==> config.mk <==
export PLATFORM = sky130hd
export DESIGN_NAME = feature_query_master
export DESIGN_NICKNAME = d
export VERILOG_FILES = /design/src/rtl/fq_pkg.sv /design/src/rtl/fq_poll_timer.sv /design/src/rtl/fq_status_decode.sv /design/src/rtl/feature_query_master.sv
export SDC_FILE = /design/constraint.sdc
export NUM_CORES = 1
export LEC_CHECK = 0
export CAP_MARGIN = 40
export CELL_PAD_IN_SITES_DETAIL_PLACEMENT = 0
export CELL_PAD_IN_SITES_GLOBAL_PLACEMENT = 1
export CORE_UTILIZATION = 36
export DETAILED_ROUTE_END_ITERATION = 16
export PLACE_DENSITY_LB_ADDON = 0.2
export RECOVER_POWER = 100
export SYNTH_ARGS = -nofsm -noshare
export SYNTH_HDL_FRONTEND = slang
export SYNTH_SLANG_ARGS = --single-unit
==> constraint.sdc <==
create_clock -name clk -period 5.51 [get_ports clk]
set_input_delay 1.3775 -clock clk [delete_from_list [all_inputs] [get_ports clk]]
set_output_delay 1.3775 -clock clk [all_outputs]
set_load 0.02 [all_outputs]
==> src/rtl/fq_pkg.sv <==
package fq_pkg;
    localparam int WORD_W = 64;
    localparam int FEAT_W = 9;
    localparam logic [7:0]  OP_GET_STATE = 8'h10;
    localparam logic [7:0]  RESULT_OK    = 8'h40;
    localparam logic [15:0] PKT_LEN      = 16'd2;

    typedef enum logic [1:0] {
        ERR_NONE       = 2'd0,
        ERR_OWNER_TO   = 2'd1,
        ERR_RUN_TO     = 2'd2,
        ERR_BAD_RESULT = 2'd3
    } fq_err_e;

    typedef enum logic [1:0] {
        PH_FREE,
        PH_INBAND,
        PH_RUN
    } fq_phase_e;

    typedef enum logic [3:0] {
        S_IDLE,
        S_POLL_RD,
        S_POLL_WAIT,
        S_POLL_GAP,
        S_CMD_WR,
        S_RUN_WR,
        S_DAT_RD,
        S_DAT_WAIT,
        S_CPL_WR,
        S_DONE
    } fq_state_e;

    typedef struct packed {
        logic       run_busy;
        logic [1:0] owner;
        logic [7:0] result;
    } fq_status_t;
endpackage

==> src/rtl/fq_poll_timer.sv <==
module fq_poll_timer #(
    parameter int INTERVAL_CYCLES = 1_000_000,
    parameter int LIMIT_CYCLES    = 100_000_000
) (
    input  logic clk,
    input  logic rst_n,
    input  logic restart,
    input  logic gap_start,
    output logic gap_done,
    output logic limit_hit
);
    localparam int LIM_W = $clog2(LIMIT_CYCLES + 1);
    localparam int GAP_W = $clog2(INTERVAL_CYCLES + 1);
    localparam logic [LIM_W-1:0] LIM_MAX  = LIM_W'(LIMIT_CYCLES);
    localparam logic [GAP_W-1:0] GAP_LOAD = GAP_W'(INTERVAL_CYCLES);

    logic [LIM_W-1:0] elapsed;
    logic [GAP_W-1:0] gap_left;

    // Phase age saturates at the limit; pause counter runs down to zero.
    always_ff @(posedge clk or negedge rst_n) begin
        if (!rst_n) begin
            elapsed  <= '0;
            gap_left <= '0;
        end else begin
            if (restart)
                elapsed <= '0;
            else if (elapsed != LIM_MAX)
                elapsed <= elapsed + LIM_W'(1);

            if (gap_start)
                gap_left <= GAP_LOAD;
            else if (gap_left != '0)
                gap_left <= gap_left - GAP_W'(1);
        end
    end

    assign limit_hit = (elapsed == LIM_MAX);
    assign gap_done  = (gap_left == '0);
endmodule

==> src/rtl/fq_status_decode.sv <==
module fq_status_decode
    import fq_pkg::*;
(
    input  logic [WORD_W-1:0] word,
    output fq_status_t        status,
    output logic              feat_locked,
    output logic              feat_disabled
);
    logic unused_bits;

    assign status.run_busy = word[0];
    assign status.owner    = word[5:4];
    assign status.result   = word[15:8];

    // Reply payload lives in the upper half of the data word.
    assign feat_locked   = word[63];
    assign feat_disabled = ~word[32];

    assign unused_bits = ^{word[62:33], word[31:16], word[7:6], word[3:1]};
endmodule

==> src/rtl/feature_query_master.sv <==
module feature_query_master
    import fq_pkg::*;
#(
    parameter int ADDR_W          = 4,
    parameter int INTERVAL_CYCLES = 1_000_000,
    parameter int LIMIT_CYCLES    = 100_000_000
) (
    input  logic              clk,
    input  logic              rst_n,
    input  logic              req_valid,
    input  logic [8:0]        req_feature,
    output logic              done,
    output logic [1:0]        err,
    output logic              locked,
    output logic              disabled,
    output logic              bus_valid,
    input  logic              bus_ready,
    output logic              bus_write,
    output logic [ADDR_W-1:0] bus_addr,
    output logic [63:0]       bus_wdata,
    input  logic              bus_rsp_valid,
    input  logic [63:0]       bus_rsp_rdata
);
    localparam logic [ADDR_W-1:0] CTRL_OFS = ADDR_W'(0);
    localparam logic [ADDR_W-1:0] DATA_OFS = ADDR_W'(8);

    fq_state_e         state_q, state_d;
    fq_phase_e         phase_q;
    fq_err_e           err_q;
    logic [FEAT_W-1:0] feat_q;
    logic              locked_q, disabled_q;

    logic              restart, gap_start, gap_done, limit_hit;
    fq_status_t        stat;
    logic              rsp_locked, rsp_disabled;
    logic              poll_met;
    logic [WORD_W-1:0] cmd_word, run_word, cpl_word;

    fq_poll_timer #(
        .INTERVAL_CYCLES(INTERVAL_CYCLES),
        .LIMIT_CYCLES   (LIMIT_CYCLES)
    ) u_timer (
        .clk      (clk),
        .rst_n    (rst_n),
        .restart  (restart),
        .gap_start(gap_start),
        .gap_done (gap_done),
        .limit_hit(limit_hit)
    );

    fq_status_decode u_decode (
        .word         (bus_rsp_rdata),
        .status       (stat),
        .feat_locked  (rsp_locked),
        .feat_disabled(rsp_disabled)
    );

    always_comb begin
        cmd_word        = '0;
        cmd_word[7:0]   = OP_GET_STATE;
        cmd_word[48:40] = feat_q;
        run_word        = '0;
        run_word[0]     = 1'b1;
        run_word[31:16] = PKT_LEN;
        cpl_word        = '0;
        cpl_word[6]     = 1'b1;
    end

    always_comb begin
        unique case (phase_q)
            PH_FREE:   poll_met = (stat.owner == 2'd0);
            PH_INBAND: poll_met = (stat.owner == 2'd1);
            PH_RUN:    poll_met = ~stat.run_busy;
            default:   poll_met = 1'b0;
        endcase
    end

    // State register
    always_ff @(posedge clk or negedge rst_n) begin
        if (!rst_n) state_q <= S_IDLE;
        else        state_q <= state_d;
    end

    // Next state and bus outputs
    always_comb begin
        state_d   = state_q;
        bus_valid = 1'b0;
        bus_write = 1'b0;
        bus_addr  = CTRL_OFS;
        bus_wdata = '0;
        restart   = 1'b0;
        gap_start = 1'b0;
        unique case (state_q)
            S_IDLE: begin
                if (req_valid) begin
                    restart = 1'b1;
                    state_d = S_POLL_RD;
                end
            end
            S_POLL_RD: begin
                bus_valid = 1'b1;
                if (bus_ready) state_d = S_POLL_WAIT;
            end
            S_POLL_WAIT: begin
                if (bus_rsp_valid) begin
                    if (poll_met) begin
                        unique case (phase_q)
                            PH_FREE:   state_d = S_CMD_WR;
                            PH_INBAND: state_d = S_RUN_WR;
                            default:   state_d = (stat.result == RESULT_OK) ? S_DAT_RD : S_CPL_WR;
                        endcase
                    end else if (limit_hit) begin
                        state_d = (phase_q == PH_RUN) ? S_CPL_WR : S_DONE;
                    end else begin
                        gap_start = 1'b1;
                        state_d   = S_POLL_GAP;
                    end
                end
            end
            S_POLL_GAP: begin
                if (gap_done) state_d = S_POLL_RD;
            end
            S_CMD_WR: begin
                bus_valid = 1'b1;
                bus_write = 1'b1;
                bus_addr  = DATA_OFS;
                bus_wdata = cmd_word;
                if (bus_ready) begin
                    restart = 1'b1;
                    state_d = S_POLL_RD;
                end
            end
            S_RUN_WR: begin
                bus_valid = 1'b1;
                bus_write = 1'b1;
                bus_wdata = run_word;
                if (bus_ready) begin
                    restart = 1'b1;
                    state_d = S_POLL_RD;
                end
            end
            S_DAT_RD: begin
                bus_valid = 1'b1;
                bus_addr  = DATA_OFS;
                if (bus_ready) state_d = S_DAT_WAIT;
            end
            S_DAT_WAIT: begin
                if (bus_rsp_valid) state_d = S_CPL_WR;
            end
            S_CPL_WR: begin
                bus_valid = 1'b1;
                bus_write = 1'b1;
                bus_wdata = cpl_word;
                if (bus_ready) state_d = S_DONE;
            end
            S_DONE: state_d = S_IDLE;
            default: state_d = S_IDLE;
        endcase
    end

    // Query context and result registers
    always_ff @(posedge clk or negedge rst_n) begin
        if (!rst_n) begin
            feat_q     <= '0;
            phase_q    <= PH_FREE;
            err_q      <= ERR_NONE;
            locked_q   <= 1'b0;
            disabled_q <= 1'b0;
        end else begin
            unique case (state_q)
                S_IDLE: begin
                    if (req_valid) begin
                        feat_q     <= req_feature;
                        phase_q    <= PH_FREE;
                        err_q      <= ERR_NONE;
                        locked_q   <= 1'b0;
                        disabled_q <= 1'b0;
                    end
                end
                S_CMD_WR: if (bus_ready) phase_q <= PH_INBAND;
                S_RUN_WR: if (bus_ready) phase_q <= PH_RUN;
                S_POLL_WAIT: begin
                    if (bus_rsp_valid) begin
                        if (poll_met) begin
                            if (phase_q == PH_RUN && stat.result != RESULT_OK)
                                err_q <= ERR_BAD_RESULT;
                        end else if (limit_hit) begin
                            err_q <= (phase_q == PH_RUN) ? ERR_RUN_TO : ERR_OWNER_TO;
                        end
                    end
                end
                S_DAT_WAIT: begin
                    if (bus_rsp_valid) begin
                        locked_q   <= rsp_locked;
                        disabled_q <= rsp_disabled;
                    end
                end
                default: ;
            endcase
        end
    end

    assign done     = (state_q == S_DONE);
    assign err      = err_q;
    assign locked   = locked_q;
    assign disabled = disabled_q;
endmodule

After elaboration in Yosys (flattened, before gate mapping) --
Index checks and enable logic that the tools add are counted. W data, S select, Z words.
Cells by class: add/subtract/negate cells 2, multiply operators 0, divide/modulo/power cells 0, order comparisons 0, equality and inequality tests 28, shifts and indexed selects 0, multiplexer cells 45, bitwise gates (word level) 2, reduce and logical (&&, ||, !) cells 20
Operators with widths (count):
- $pmux W49 S3 | 1
- $mux W27 | 2
- $mux W4 | 12
- $mux W20 | 2
- $pmux W4 S8 | 1
- $add A27 B1 Y27 const B | 1
- $eq A27 B27 Y1 const B | 1
- $ne A27 B27 Y1 const B | 1
- $logic_not A20 Y1 | 1
- $reduce_bool A20 Y1 | 1
- $sub A20 B1 Y20 const B | 1
- $ne A2 B2 Y1 const B | 9
- $eq A4 B3 Y1 const B | 4
- $mux W2 | 8
- $mux W1 | 12
- $eq A4 B2 Y1 const B | 2
- $eq A4 B4 Y1 const B | 2
- $eq A8 B7 Y1 const B | 1
- $ne A8 B7 Y1 const B | 1
- $pmux W4 S2 | 1
- $reduce_and A8 Y1 | 1
- $reduce_bool A2 Y1 | 4
- $ne A3 B3 Y1 const B | 2
- $pmux W1 S2 | 3
- other kinds (19) | 23
Word-level totals: flip-flop bits (word level) 66, latch bits 0, memory bits (writable) 0, ROM bits 0, input port bits 78, output and inout bits 75, logic and storage cells 105, memories kept 0

Logic depth before layout (Yosys ltp) --
Gate-level depths: netlist (run 1).
depth after elaboration 6, mapped depth 8, mapped depth without buffers 7

Cells and area by module --
Synthesis (run 1) repeated with hierarchy kept, for this count alone.
Unflattened totals: cell total of the unflattened synthesis 463, area total of the unflattened synthesis 4271.6 µm²
By module, submodules not included:
- fq_poll_timer | instances 1, cells each 261, area each 2523.7 µm², sequential area each 1176.1 µm²
- feature_query_master | instances 1, cells each 189, area each 1654.1 µm², sequential area each 475.5 µm²
- fq_status_decode | instances 1, cells each 13, area each 93.8 µm², sequential area each 0.0 µm²

Worst setup path before layout (run 1) --
OpenSTA, ideal clock, no wires.
kind reg-to-output, start point register state_q[1], end point output port bus_wdata[40], arrival 1.541 ns, data required time 4.133 ns, path slack 2.592 ns, stages on the path, launching flop included 6, path buffers 3, path through dfrtp_1 > buf_2 > buf_1 > nor3_1 > clkbuf_1 > and2_1
Between the ends: longest elaborated chain between the ends 2, elaborated cells on any way between the ends 4, those cells by class eq/ne: 3; mux: 1
Ends and longest elaborated chain:
- start, declared | line feature_query_master.sv:27 | fq_state_e state_q, state_d;
- start signal, assigned | line feature_query_master.sv:81 | else state_q <= state_d;
- $eq A4 B4 Y1 / $eq A4 B3 Y1 (equally long branches) | line feature_query_master.sv:93 | unique case (state_q)
- $pmux W49 S3 * | line feature_query_master.sv:93
- end, declared | line feature_query_master.sv:20 | output logic [63:0] bus_wdata,
Mark *: on every way between the ends. The rest lies on a longest branch, timed or not.

Final worst setup path (run 1) --
start point register state_q[2], end point output port bus_wdata[41]
The elaborated chain is that of the path after synthesis.

==> results of run 1 <==
layout by cell type, fill, tap and decap left out, types with 4 or more instances in the layout:
cell / n
sky130_fd_sc_hd__a21oi_1: 10
sky130_fd_sc_hd__and2_1: 10
sky130_fd_sc_hd__and4_1: 6
sky130_fd_sc_hd__clkbuf_1: 6
sky130_fd_sc_hd__clkbuf_16: 9
sky130_fd_sc_hd__clkdlybuf4s50_1: 23
sky130_fd_sc_hd__conb_1: 54
sky130_fd_sc_hd__dfrtp_1: 66
sky130_fd_sc_hd__dlygate4sd3_1: 23
sky130_fd_sc_hd__ha_1: 4
sky130_fd_sc_hd__inv_1: 9
sky130_fd_sc_hd__mux2_2: 10
sky130_fd_sc_hd__mux2i_1: 4
sky130_fd_sc_hd__nand2_1: 29
sky130_fd_sc_hd__nand2b_1: 9
sky130_fd_sc_hd__nand3_1: 13
sky130_fd_sc_hd__nand4_1: 7
sky130_fd_sc_hd__nor2_1: 56
sky130_fd_sc_hd__nor3_1: 19
sky130_fd_sc_hd__nor3b_1: 5
sky130_fd_sc_hd__nor4_1: 9
sky130_fd_sc_hd__nor4b_2: 4
sky130_fd_sc_hd__o211ai_1: 4
sky130_fd_sc_hd__o21ai_0: 10
sky130_fd_sc_hd__o31ai_1: 5
sky130_fd_sc_hd__or3_1: 4
sky130_fd_sc_hd__or4_1: 4
sky130_fd_sc_hd__xnor2_1: 26
sky130_fd_sc_hd__xor2_1: 11
final cells by class:
cell class	count	area share, %
multi-input combinational	362	45.9
sequential	66	33.6
timing repair buffer	54	10.5
clock buffer	12	5.42
tap	143	3.64
inverter	9	0.687
clock inverter	2	0.254
flip-flops by register name (all words and copies together), names as in the netlist:
name / cells
err: 2
phase_q: 2
feat_q: 9
disabled: 1
state_q: 4
u_timer.gap_left: 20
locked: 1
u_timer.elapsed: 27
per-layer routing:
metal / routed length (um) / vias to the layer above / GRT usage, % / share of wire [%]
li1: - / 1582 / - / -
met5: 0 / - / 0 / 0
met3: 482 / 5 / 3.72 / 5.2
met1: 4540 / 1605 / 22.1 / 49
met2: 4180 / 97 / 24.9 / 45
met4: 95 / 0 / 5.60 / 1.0
cell families (layout without fill, tap and decap cells):
kind of cell | Yosys count | after routing | share of synthesized area (%)
xor+xnor | 37 | 37 | 7.60
fa+ha+maj | 4 | 4 | 1.17
flops | 66 | 66 | 38.7
buf+inv | 82 | 77 | 12.8
mux | 15 | 15 | 3.85
compound gates | 51 | 51 | 8.13
other cells | 1 | 54 | 0.0880
simple gates | 201 | 201 | 27.6
metrics by stage:
stage	power, mW	util [%]
3_5_place_dp	1.56	40.8
3_3_place_gp	1.54	40.4
2_1_floorplan	1.37	-
4_1_cts	2.12	43.2
5_1_grt	2.23	42.9
6_report	2.06	42.9
worst max-delay path, stage by stage, from the launching register on:
cell	delay [ps]
sky130_fd_sc_hd__dfrtp_1	750
sky130_fd_sc_hd__nand2b_1	470
sky130_fd_sc_hd__nor3_1	340
sky130_fd_sc_hd__clkbuf_1	370
sky130_fd_sc_hd__and2_1	180
sky130_fd_sc_hd__dlygate4sd3_1	690
power by group through the flow:
stage / combinational [mW] / sequential (mW) / clock [mW]
final: 0.742 / 0.783 / 0.536
after floorplan: 0.658 / 0.708 / 0
after CTS: 0.780 / 0.783 / 0.556
after detailed placement: 0.775 / 0.789 / 0
after global routing: 0.844 / 0.810 / 0.576
after global placement: 0.761 / 0.784 / 0
final timing paths:
check                           depth (start not counted)                 end
min in group asynchronous                               2          state_q[1]
worst max register to register                          6          phase_q[0]
worst max-delay path                                    5       bus_wdata[41]
worst min-delay path                                    1              err[0]
max in group asynchronous                               3  u_timer.elapsed[7]
worst min register to register                          1              err[0]
==> impl_metrics.yaml, run 1 <==
setup_path:
  critical_path.endpoint_type: "output pin"
  rrSetupSlack_ps: 1890
  startpoint: "state_q[2]"
  worst-path-max-fanout: 18
  cp_data_required_time_ps: 4130
  reg_to_reg_startpoint: "state_q[0]"
  critPathLaunchType: "register"
  cp.arrival_ps: 3130
  timing.setup.critical_path_class: "reg -> out"
timing:
  timing.final.crit_share_pct: 81.8
  slew_viol_final: 0
  clock.fmax_ghz: 0.222
  timing.final.ws_setup_ps: 1000
  setup_repair_after_global_routing_missed_its_margin: "no"
  worst_hold_slack_ps: 491
  setup_tns_ps: 0
  timing_worst_slew_pin_value_ps: 1460
  maxSlewHeadroom_pct: 2.75
  skew_ps: 7.53
  report.final.setup_viol: 0
  period_minus_slack_ps: 4510
  timing.final.hold_violations: 0
finish:
  num_antenna_cells: 0
  design_area_um2: 4920
  drive_above_1_share_pct: 8.32
  synthToLayoutAreaGrowth_pct: 15.4
  fillCellCount: 1126
  nNetsFinal: 584
  register_area_um2: 1650
  multiInputGateArea_um2: 2260
  finish.cell_count_without_fillers: 648
logic_synthesis:
  postSynthAreaPerCell_um2: 9.33
  synthTopCellsByCount: "sky130_fd_sc_hd__dfrtp_1, sky130_fd_sc_hd__buf_4, sky130_fd_sc_hd__nor2_1"
  post-synth-top-area-fraction_pct: 38.7
  total_standard_cell_area_after_synthesis_um2: 4260
  ys_ff_latch: 66
  synth_sequential_area_ratio_pct: 38.7
  ys.flop_type: "sky130_fd_sc_hd__dfrtp_1"
  synth_most_common_cell: "sky130_fd_sc_hd__dfrtp_1"
  synthTopCellsByArea: "sky130_fd_sc_hd__dfrtp_1, sky130_fd_sc_hd__buf_4, sky130_fd_sc_hd__xnor2_1, sky130_fd_sc_hd__nor2_1, sky130_fd_sc_hd__mux2_2"
  number_of_library_cell_types_mapped_by_synthesis: 66
  synthesis.yosys.warnings: 0
  post_synth_inst_count: 457
  synth-async-reset-ratio_pct: 100
  synth_enable_flop_cells: 0
  post-synth-top-area-cell: "sky130_fd_sc_hd__dfrtp_1"
clock_tree:
  worst_skew_pair.late_latency_ps: 330
  clock-sinks: 66
  clk_root_buffer_cell: "sky130_fd_sc_hd__clkbuf_16"
  holdBufCountCts: 0
  ctsResizeCount: 0
  clk_transition_reported_paths_ps: 60
  cts_htree_levels: 3
  clock_tree_from_tritoncts: "yes"
  clk_path_buf_depth: 2
  numCtsBuffers: 9
  post-cts-setup-buffer-count: 0
routing:
  detailedRoute.firstIterationViolations: 163
  routed_wire_length_per_instance_um: 14.4
  antenna_violating_nets_post_route: 0
  firstDrtPassIters: 4
  routed_via_density: 5.08
  drt_wl_total_um: 9300
  vias: 3289
  drcViolationCount: 0
grt:
  wire_length_of_the_first_global_routing_pass_um: 16000
  antenna_found_initial: 0
  grt_max_degree: 44
  grt_util_all_layers_pct: 16.1
  grt_pass1_vias: 3194
  gr-total-overflow: 0
floorplan:
  placement_rows: 39
  start_util_pct: 37.2
  ioPinCount: 153
  die-width_um: 111
  dieArea_um2: 12300
  die_y_um: 111
  core_area_um2: 11500
placed_design:
  dpl-instance-area_um2: 4680
  io_buffers: 47
  detailedPlace.worstSlack_ps: 1600
  globalplace.congestion: 0.754
  dpl.cell_count: 634
  hpwlAfterDp_um: 6570
power:
  p_per_area_nw_per_um2: 419
  share_clk_of_total_power_pct: 26.0
  leakage_nw: 2.06
  sequentialPowerShare_pct: 38.0
  power.combinational.fraction_pct: 36.0
  p_int_mw: 1.28
  switchingPower_mw: 0.779
  switching_share_pct: 37.8
  ir_drop_v: 0.000147
min_path:
  hold_path_class: "reg -> reg"
  hold_path_startpoint: "err[0]"
flow_run:
  maxCapViolCount: 0
outcome:
  outcome: "finished clean"
(Power assumes the default switching activity.)
==> run 2, diff against run 1 <==
Settings changed: CORE_UTILIZATION 36 to 34.
Clock period 5.51 ns to 4.51 ns, I/O delays scaled along.
==> impl_metrics.yaml, run 2 (synthesized netlist as in run 1, its figures left out) <==
min_path:
  hold_path_sink: "feat_q[3]"
  hold_path_startpoint: "feat_q[3]"
  hold_path_class: "reg -> reg"
  min_path_cells: 1
finish:
  multiInputGateArea_um2: 2260
  register_area_um2: 1650
  largest_register_ff_count: 27
  utilization_pct: 41.0
  mostFrequentLayoutCell: "sky130_fd_sc_hd__dfrtp_1"
  num_antenna_cells: 0
  drive_above_1_share_pct: 8.84
  fillCellCount: 1217
  finish.cell_count_without_fillers: 677
  top_register: "u_timer.elapsed"
  reg.largest.list: "u_timer.elapsed: 27 flops, u_timer.gap_left: 20 flops, feat_q: 9 flops"
  nNetsFinal: 586
  synthToLayoutAreaGrowth_pct: 16.5
  design_area_um2: 4960
  layout_common_cells: "sky130_fd_sc_hd__dfrtp_1, sky130_fd_sc_hd__nor2_1, sky130_fd_sc_hd__conb_1"
routing:
  detailedRoute.firstIterationViolations: 154
  routed_wire_length_per_instance_um: 13.9
  antenna_violating_nets_post_route: 0
  drcViolationCount: 0
  vias: 3214
  drt_wl_total_um: 9380
  firstDrtPassIters: 4
  routed_via_density: 4.75
clock_tree:
  clk_path_buf_depth: 2
  clock-sinks: 66
  cts_htree_levels: 3
  numCtsBuffers: 9
  post-cts-setup-buffer-count: 0
  clk_root_buffer_cell: "sky130_fd_sc_hd__clkbuf_16"
  holdBufCountCts: 0
  ctsResizeCount: 0
  worst_skew_pair.late_latency_ps: 330
  clk_transition_reported_paths_ps: 60
  clock_tree_from_tritoncts: "yes"
timing:
  clock.fmax_ghz: 0.249
  timing_worst_slew_pin_value_ps: 1060
  report.final.setup_viol: 0
  slew_viol_final: 0
  period_minus_slack_ps: 4020
  timing.final.hold_violations: 0
  skew_ps: 5.60
  setup_tns_ps: 0
  maxSlewHeadroom_pct: 29.3
  setup_repair_after_global_routing_missed_its_margin: "no"
  timing.final.crit_share_pct: 89.1
setup_path:
  cp_data_required_time_ps: 3380
  critical_path.endpoint_type: "output pin"
  timing.setup.critical_path_class: "reg -> out"
  rr_worst_depth: 6
  reg_to_reg_startpoint: "state_q[0]"
  timing.rr.end: "phase_q[0]"
  cp.arrival_ps: 2890
  startpoint: "state_q[2]"
  worst-path-max-fanout: 18
  rrSetupSlack_ps: 1360
  critPathLaunchType: "register"
placed_design:
  dpl-instance-area_um2: 4720
  hpwlAfterDp_um: 6720
  io_buffers: 47
  dpl.cell_count: 661
  globalplace.congestion: 0.757
power:
  ir_drop_v: 0.000244
  leakage_nw: 2.06
  share_clk_of_total_power_pct: 27.4
  p_int_mw: 1.61
  overall_power_mw: 2.58
  switching_share_pct: 37.8
  p_per_area_nw_per_um2: 520
  sequentialPowerShare_pct: 36.2
  switchingPower_mw: 0.976
  power.combinational.fraction_pct: 36.4
grt:
  grt_pass1_vias: 3081
  wire_length_of_the_first_global_routing_pass_um: 15600
  grt_util_all_layers_pct: 15.3
  gr-total-overflow: 0
  grt_max_degree: 30
  antenna_found_initial: 0
floorplan:
  die_y_um: 114
  dieArea_um2: 13000
  die-width_um: 114
  core_area_um2: 12100
  placement_rows: 40
  start_util_pct: 35.2
  ioPinCount: 153
flow_run:
  maxCapViolCount: 0
outcome:
  outcome: "finished clean"
## run 2: cell types whose count changed in the layout (fill, tap and decap cells not counted), sizes merged
cell,change
bufinv,+1
dlygate4sd3,-3
clkinv,+2
inv,+1
clkdlybuf4s50,+3
## run 2: worst max path at each step
stage	endpoint	slack (ps)	cells after the start
CTS	bus_wdata[45]	740	5
detailed placement	bus_wdata[41]	1110	5
global route	bus_wdata[43]	310	5
global placement	bus_wdata[43]	1110	5
floorplan	bus_wdata[40]	1840	5
finish	bus_wdata[43]	490	5
## run 2: power groups by stage
stage / clock network, mW / registers, mW / logic [mW]
6_report: 0.709 / 0.934 / 0.941
3_3_place_gp: 0 / 0.937 / 0.963
4_1_cts: 0.732 / 0.934 / 0.981
3_5_place_dp: 0 / 0.942 / 0.976
5_1_grt: 0.759 / 0.963 / 1.06
2_1_floorplan: 0 / 0.865 / 0.804
## run 2: area by class of cell
cell class,instances,share of cell area (%)
Multi-Input combinational cell,362,45.5
Clock inverter,6,1.31
Tap cell,168,4.23
Inverter,9,0.680
Timing Repair Buffer,56,10.2
Clock buffer,10,4.81
Sequential cell,66,33.3
## run 2: metrics by stage
stage	hold slack, ps	setup WS, ps
2_1_floorplan	472	1840
3_3_place_gp	482	1110
3_5_place_dp	488	1110
4_1_cts	507	739
5_1_grt	525	312
6_report	505	493
## run 2: critical path, stage by stage, from the launching register on
cell,delay (ps)
sky130_fd_sc_hd__dfrtp_1,720
sky130_fd_sc_hd__nand2b_1,140
sky130_fd_sc_hd__nor3_1,370
sky130_fd_sc_hd__clkbuf_1,440
sky130_fd_sc_hd__and2_1,190
sky130_fd_sc_hd__dlygate4sd3_1,680
## run 2: routing by layer
metal	wire, um	vias to the layer above	global-route usage (%)	share of wire [%]
li1	-	1586	-	-
met1	4610	1523	21.6	49
met2	4270	97	23.4	45
met3	421	8	3.13	4.5
met4	89	0	4.68	0.95
met5	0	-	0	0
